### src/rtl/hir_pkg.sv
package hir_pkg;
  localparam int unsigned HIR_ID_W      = 6;
  localparam int unsigned HIR_SLOT_W    = 32;
  localparam int unsigned HIR_SLOT_VBIT = 31;
  localparam int unsigned HIR_BANK_W    = 32;
  localparam logic [HIR_ID_W-1:0] HIR_NONE_ID = '1;

  // One 16-bit half of the status word: valid flag on top, id at the bottom.
  function automatic logic [15:0] hir_half(input logic v, input logic [HIR_ID_W-1:0] id);
    logic [15:0] h;
    h = '0;
    h[15] = v;
    h[HIR_ID_W-1:0] = v ? id : HIR_NONE_ID;
    return h;
  endfunction
endpackage

### src/rtl/hir_src_qualify.sv
module hir_src_qualify
  import hir_pkg::*;
#(
  parameter int unsigned NSRC   = 40,
  parameter int unsigned BANK_W = HIR_BANK_W
) (
  input  logic [2*BANK_W-1:0] pend,
  input  logic [2*BANK_W-1:0] en,
  input  logic [2*BANK_W-1:0] steer,
  output logic [NSRC-1:0]     act_irq,
  output logic [NSRC-1:0]     act_fiq
);
  localparam int unsigned SPARE = 2*BANK_W - NSRC;

  for (genvar s = 0; s < NSRC; s++) begin : g_src
    logic live;
    assign live       = pend[s] & en[s];
    assign act_fiq[s] = live & steer[s];
    assign act_irq[s] = live & ~steer[s];
  end

  if (SPARE > 0) begin : g_spare
    logic unused_spare;
    assign unused_spare = ^{pend[2*BANK_W-1:NSRC], en[2*BANK_W-1:NSRC], steer[2*BANK_W-1:NSRC]};
  end

  // a source is never a candidate for both lines at once
  always_comb begin
    a_r4_lines_exclusive: assert ((act_irq & act_fiq) == '0);
  end
endmodule

### src/rtl/hir_slot_eval.sv
module hir_slot_eval
  import hir_pkg::*;
#(
  parameter int unsigned NSLOT = 40,
  parameter int unsigned NSRC  = 40
) (
  input  logic [NSLOT*HIR_SLOT_W-1:0] slot_cfg,
  input  logic [NSRC-1:0]             act_irq,
  input  logic [NSRC-1:0]             act_fiq,
  output logic [NSLOT*HIR_ID_W-1:0]   slot_ids,
  output logic [NSLOT-1:0]            hit_irq,
  output logic [NSLOT-1:0]            hit_fiq
);
  localparam int unsigned IDSPACE = 1 << HIR_ID_W;

  logic [IDSPACE-1:0] irq_pad, fiq_pad;
  assign irq_pad = IDSPACE'(act_irq);
  assign fiq_pad = IDSPACE'(act_fiq);

  function automatic logic slot_live(input logic v, input logic [HIR_ID_W-1:0] id);
    return v && (int'(id) < int'(NSRC));
  endfunction

  for (genvar i = 0; i < NSLOT; i++) begin : g_slot
    logic [HIR_SLOT_W-1:0] fld;
    logic [HIR_ID_W-1:0]   id;
    logic                  part;
    logic                  unused_noise;
    assign fld          = slot_cfg[i*HIR_SLOT_W +: HIR_SLOT_W];
    assign id           = fld[HIR_ID_W-1:0];
    assign unused_noise = ^fld[HIR_SLOT_VBIT-1:HIR_ID_W];
    assign part         = slot_live(fld[HIR_SLOT_VBIT], id);
    assign slot_ids[i*HIR_ID_W +: HIR_ID_W] = id;
    assign hit_irq[i]   = part & irq_pad[id];
    assign hit_fiq[i]   = part & fiq_pad[id];
  end

  // a slot naming an out-of-range id never produces a hit
  always_comb begin
    for (int k = 0; k < int'(NSLOT); k++) begin
      if (int'(slot_ids[k*HIR_ID_W +: HIR_ID_W]) >= int'(NSRC))
        a_r2_no_hit_out_of_range: assert (!hit_irq[k] && !hit_fiq[k]);
    end
  end
endmodule

### src/rtl/hir_pick.sv
module hir_pick #(
  parameter int unsigned N    = 40,
  parameter int unsigned IDXW = $clog2(N)
) (
  input  logic [N-1:0]    req,
  output logic            found,
  output logic [IDXW-1:0] idx,
  output logic [N-1:0]    grant
);
  function automatic logic [IDXW-1:0] first_set(input logic [N-1:0] v);
    logic [IDXW-1:0] r;
    r = '0;
    for (int k = int'(N) - 1; k >= 0; k--) begin
      if (v[k]) r = IDXW'(k);
    end
    return r;
  endfunction

  assign found = |req;
  assign idx   = first_set(req);
  assign grant = req & (~req + N'(1));

  // the reported index is a requester with no lower requester
  always_comb begin
    a_r5_grant_onehot: assert ($onehot0(grant));
    if (found) begin
      a_r5_index_requests: assert (req[idx]);
      a_r5_index_matches_grant: assert (grant[idx]);
      for (int k = 0; k < int'(N); k++) begin
        if (k < int'(idx)) a_r5_nothing_lower: assert (!req[k]);
      end
    end
  end
endmodule

### src/rtl/hir_resolver.sv
module hir_resolver
  import hir_pkg::*;
#(
  parameter int unsigned NSLOT = 40,
  parameter int unsigned NSRC  = 40
) (
  input  logic [31:0]                 pend_lo,
  input  logic [31:0]                 pend_hi,
  input  logic [31:0]                 en_lo,
  input  logic [31:0]                 en_hi,
  input  logic [31:0]                 steer_lo,
  input  logic [31:0]                 steer_hi,
  input  logic [NSLOT*HIR_SLOT_W-1:0] slot_cfg,
  output logic [31:0]                 status
);
  localparam int unsigned IDXW = $clog2(NSLOT);

  logic [NSRC-1:0]           act_irq, act_fiq;
  logic [NSLOT*HIR_ID_W-1:0] slot_ids;
  logic [NSLOT-1:0]          hit_irq, hit_fiq;
  logic [NSLOT-1:0]          gnt_irq, gnt_fiq;
  logic                      irq_found, fiq_found;
  logic [IDXW-1:0]           irq_idx, fiq_idx;
  logic [HIR_ID_W-1:0]       irq_id, fiq_id;

  hir_src_qualify #(.NSRC(NSRC), .BANK_W(HIR_BANK_W)) u_qual (
    .pend    ({pend_hi, pend_lo}),
    .en      ({en_hi, en_lo}),
    .steer   ({steer_hi, steer_lo}),
    .act_irq (act_irq),
    .act_fiq (act_fiq)
  );

  hir_slot_eval #(.NSLOT(NSLOT), .NSRC(NSRC)) u_slots (
    .slot_cfg (slot_cfg),
    .act_irq  (act_irq),
    .act_fiq  (act_fiq),
    .slot_ids (slot_ids),
    .hit_irq  (hit_irq),
    .hit_fiq  (hit_fiq)
  );

  hir_pick #(.N(NSLOT), .IDXW(IDXW)) u_pick_irq (
    .req (hit_irq), .found (irq_found), .idx (irq_idx), .grant (gnt_irq)
  );

  hir_pick #(.N(NSLOT), .IDXW(IDXW)) u_pick_fiq (
    .req (hit_fiq), .found (fiq_found), .idx (fiq_idx), .grant (gnt_fiq)
  );

  assign irq_id = slot_ids[irq_idx*HIR_ID_W +: HIR_ID_W];
  assign fiq_id = slot_ids[fiq_idx*HIR_ID_W +: HIR_ID_W];
  assign status = {hir_half(irq_found, irq_id), hir_half(fiq_found, fiq_id)};

  always_comb begin
    // the gap bits of both halves stay clear
    a_r8_gap_bits_zero: assert (status[30:22] == '0 && status[14:6] == '0);
    // an idle half carries the fixed code
    if (!status[31]) a_r7_irq_idle_code: assert (status[21:16] == 6'h3F);
    if (!status[15]) a_r7_fiq_idle_code: assert (status[5:0] == 6'h3F);
    // a reported winner is a legal source for its line
    if (status[31]) begin
      a_r2_irq_id_legal: assert (int'(status[21:16]) < int'(NSRC));
      a_r6_irq_src_active: assert (act_irq[status[21:16]]);
    end
    if (status[15]) begin
      a_r2_fiq_id_legal: assert (int'(status[5:0]) < int'(NSRC));
      a_r6_fiq_src_active: assert (act_fiq[status[5:0]]);
    end
    // each grant corresponds to its line's hit vector
    a_r5_irq_grant_hit: assert ((gnt_irq & ~hit_irq) == '0);
    a_r5_fiq_grant_hit: assert ((gnt_fiq & ~hit_fiq) == '0);
  end
endmodule

### config.mk
export PLATFORM = sky130hd
export DESIGN_NAME = hir_resolver
export DESIGN_NICKNAME = d
export VERILOG_FILES = /design/src/rtl/hir_pkg.sv /design/src/rtl/hir_src_qualify.sv /design/src/rtl/hir_slot_eval.sv /design/src/rtl/hir_pick.sv /design/src/rtl/hir_resolver.sv
export SDC_FILE = /design/constraint.sdc
export NUM_CORES = 2
export LEC_CHECK = 0
export BUFFER_PORTS_ARGS = -buffer_cell sky130_fd_sc_hd__buf_2
export CORE_AREA = 2 2 584 586
export DETAILED_ROUTE_END_ITERATION = 8
export DIE_AREA = 0 0 586 588
export PLACE_DENSITY_LB_ADDON = 0.15
export SETUP_SLACK_MARGIN = 0.3
export SLEW_MARGIN = 40
export SYNTH_ARGS = -nofsm -noshare
export SYNTH_HDL_FRONTEND = slang
export SYNTH_SLANG_ARGS = --single-unit
### constraint.sdc
create_clock -name vclk -period 5.55
set_input_delay 0.8325 -clock vclk [all_inputs]
set_output_delay 0.8325 -clock vclk [all_outputs]
set_load 0.01 [all_outputs]
==> metrics.md <==
| Metric | Value |
|---|---|
| Initial core utilization | 0.1069 |
| WL final | 492,300 um |
| Multi-input combinational cell area | 0.03557 mm2 |
| Die Width | 586 um |
| Tcrit/Tclk final | 1.249 |
| FILL cells | 37.62k |
| Fin Hold WS | 2.595 ns |
| Pin count of the biggest net entering global routing | 28 |
| HP Class | input port to primary output |
| Most frequent cells in the layout | buf_4, mux4_2, mux2i_1 |
| Unique masters post-synth | 97 |
| Max-Slew Margin vs Limit | 0.5108 |
| DR WL/cell | 45.55 um |
| WS Path Type | input port to primary output |
| Largest cells by area after synthesis | mux4_2, mux2i_1, clkbuf_1, nor2_1, nand2_1 |
| Failing checks | setup timing |
| Cell Area, Synth | 0.03619 mm2 |
| Post-synth top area cell | mux4_2 |
| # DRC | 0 |
| Detailed router's first-iteration violation count | 7,236 |
| Worst EP required | 4.72 ns |
| Pwr Total | 0.008273 W |
| # rows | 214 |
| Antenna-violating nets left | 0 |
| Status | finished with violations |
| # setup viols final | 14 |
| Top cell type's share of synthesized area | 0.3914 |
| Hold_buf cts | 0 |
| Die H | 588 um |
| Reg area | 0 um2 |
| Fin util | 0.1996 |
| All-Layer GR Usage | 0.2745 |
| Share of cells above drive strength 1 | 0.6215 |
| Pre-antenna DRT Iters | 5 |
| Core area | 0.3384 mm2 |
| Max Slew Vio Count | 0 |
| Nets | 7,662 |
| Crit path time final | 6.931 ns |
| Worst Setup End Kind | primary output |
| VDD IR max | 0.00006403 V |
| Critical path fanouts, max | 6 |
| Seq Cell Count | 0 |
| First-pass GRT wire length | 609,800 um |
| Die area | 0.3446 mm2 |
| Synthesized area per cell | 8.927 um2 |
| Top Ports | 1,504 |
| Commonest non-fill, non-tap cell in the layout | buf_4 |
| Post-route setup TNS | -16.25 ns |
| Routed vias | 54.22k |
| Static leakage | 26.95 nW |
| Min setup slack post-route | -1.381 ns |
| Post-DP HPWL | 418,000 um |
| RSZ-0062 raised after global routing | yes |
| Fmax | 144.3 MHz |
| Synth warnings | 0 |
| Max_cap viols | 0 |
| IO buf count | 414 |
| Final Hold Vio Count | 0 |
| Clock buf count | 0 |
| Worst Tran Pin Value | 0.7246 ns |
| Area Growth Syn to Fin | 86.71% |
| Initial antenna violation count | 134 |
| Routability Congestion | 0.9979 |
| Power Density | 122.4 mW/mm2 |
| Total gr overflow | 0 |
| Avg Vias per Cell | 5.016 |
| Pre-CTS WS | -2.273 ns |
| CP Data Arrival Time | 6.10 ns |
| Vias in the first global route | 52.21k |
| Sequential fraction of the synthesis area | 0 |
| Post-Syn Instances | 4,054 |
| Worst setup SP type | input port |
-- final timing paths --
| kind | from | endpoint | slack, ns | cells past startpoint |
|---|---|---|---|---|
| hold / removal | slot_cfg[613] | status[5] | 2.60 | 7 |
| setup / recovery | steer_lo[14] | status[5] | -1.38 | 24 |
-- cell usage after synthesis, types with 15 or more instances --
master / instances
nand4b_1: 28
a22oi_1: 55
nand3b_1: 58
mux2i_1: 476
and2_1: 22
a31oi_1: 31
nor3_1: 34
nand2b_1: 62
or3_1: 25
o22ai_1: 55
o211ai_1: 66
o221ai_1: 64
or2_2: 25
and3b_1: 41
nand4_1: 86
inv_2: 16
buf_1: 63
a211oi_1: 36
o31ai_1: 40
o311ai_0: 15
o2111ai_1: 41
clkbuf_1: 484
a21oi_1: 115
a221oi_1: 55
nor2b_1: 57
nor2_1: 261
inv_1: 66
buf_2: 86
buf_4: 28
mux4_2: 629
nand3_1: 112
a32oi_1: 17
and3_1: 74
o21ai_0: 102
nor4_1: 24
a221o_1: 24
mux2_2: 43
a211o_1: 27
nand2_1: 232
a311oi_1: 21
-- what timing repair did --
action	in CTS	in global routing
endpoints found under the setup margin	14	14
pin swaps	90	99
setup buffers	95	39
gates resized for setup	390	186
cloned	5	4
-- power by group --
group / switching (W) / internal, W
clock: 0 / 0.000000000648
combinational: 0.00465 / 0.00363
sequential: 0 / 0
-- metal layers --
metal | vias up | share of wire | global-route usage
met5 | - | 0.00047 | 0
met4 | 34 | 0.061 | 0.1396
met3 | 768 | 0.083 | 0.05489
met2 | 3584 | 0.43 | 0.4140
met1 | 28820 | 0.43 | 0.3685
li1 | 21010 | - | -
-- cells by family (layout without fill, tap and decap cells) --
kind of cell           count (synthesis)  after routing  share of synthesized area
AOI/OAI and AO/OA                    929            929                     0.1922
buffers and inverters                761           2878                    0.08706
muxes                               1150           1150                     0.5379
other                                  1            103                  0.0001036
and+or+nand+nor                     1213           1213                     0.1827
-- through the flow --
stage / instances / cell area [um2]
2_1_floorplan: 4071 / 36490
3_3_place_gp: 10580 / 62930
3_5_place_dp: 10580 / 63040
4_1_cts: 10680 / 65970
5_1_grt: 10760 / 67460
6_report: 10810 / 67570
-- worst max-delay path: stages --
cell      delay, ns
buf_2          0.16
and3_4         0.22
buf_12         0.16
mux2i_1        0.54
o221ai_1       0.21
o41a_1         0.46
o311ai_1       0.08
buf_4          0.20
buf_4          0.12
and4_4         0.26
nor2_1         0.05
a311o_1        0.39
a221o_4        0.55
buf_12         0.21
nand2_2        0.09
nor2_2         0.05
buf_4          0.15
buf_4          0.14
a221oi_2       0.25
buf_4          0.17
o21ai_4        0.14
buf_12         0.18
a32oi_4        0.25
buf_2          0.19
-- area by class of cell --
type	instances	area share
inverters	89	0.005055
multi-input cells	3310	0.5264
repair buffers	2789	0.3814
diodes	85	0.003148
well taps	4536	0.08399
Note: power is estimated with default switching activity, not from simulation.
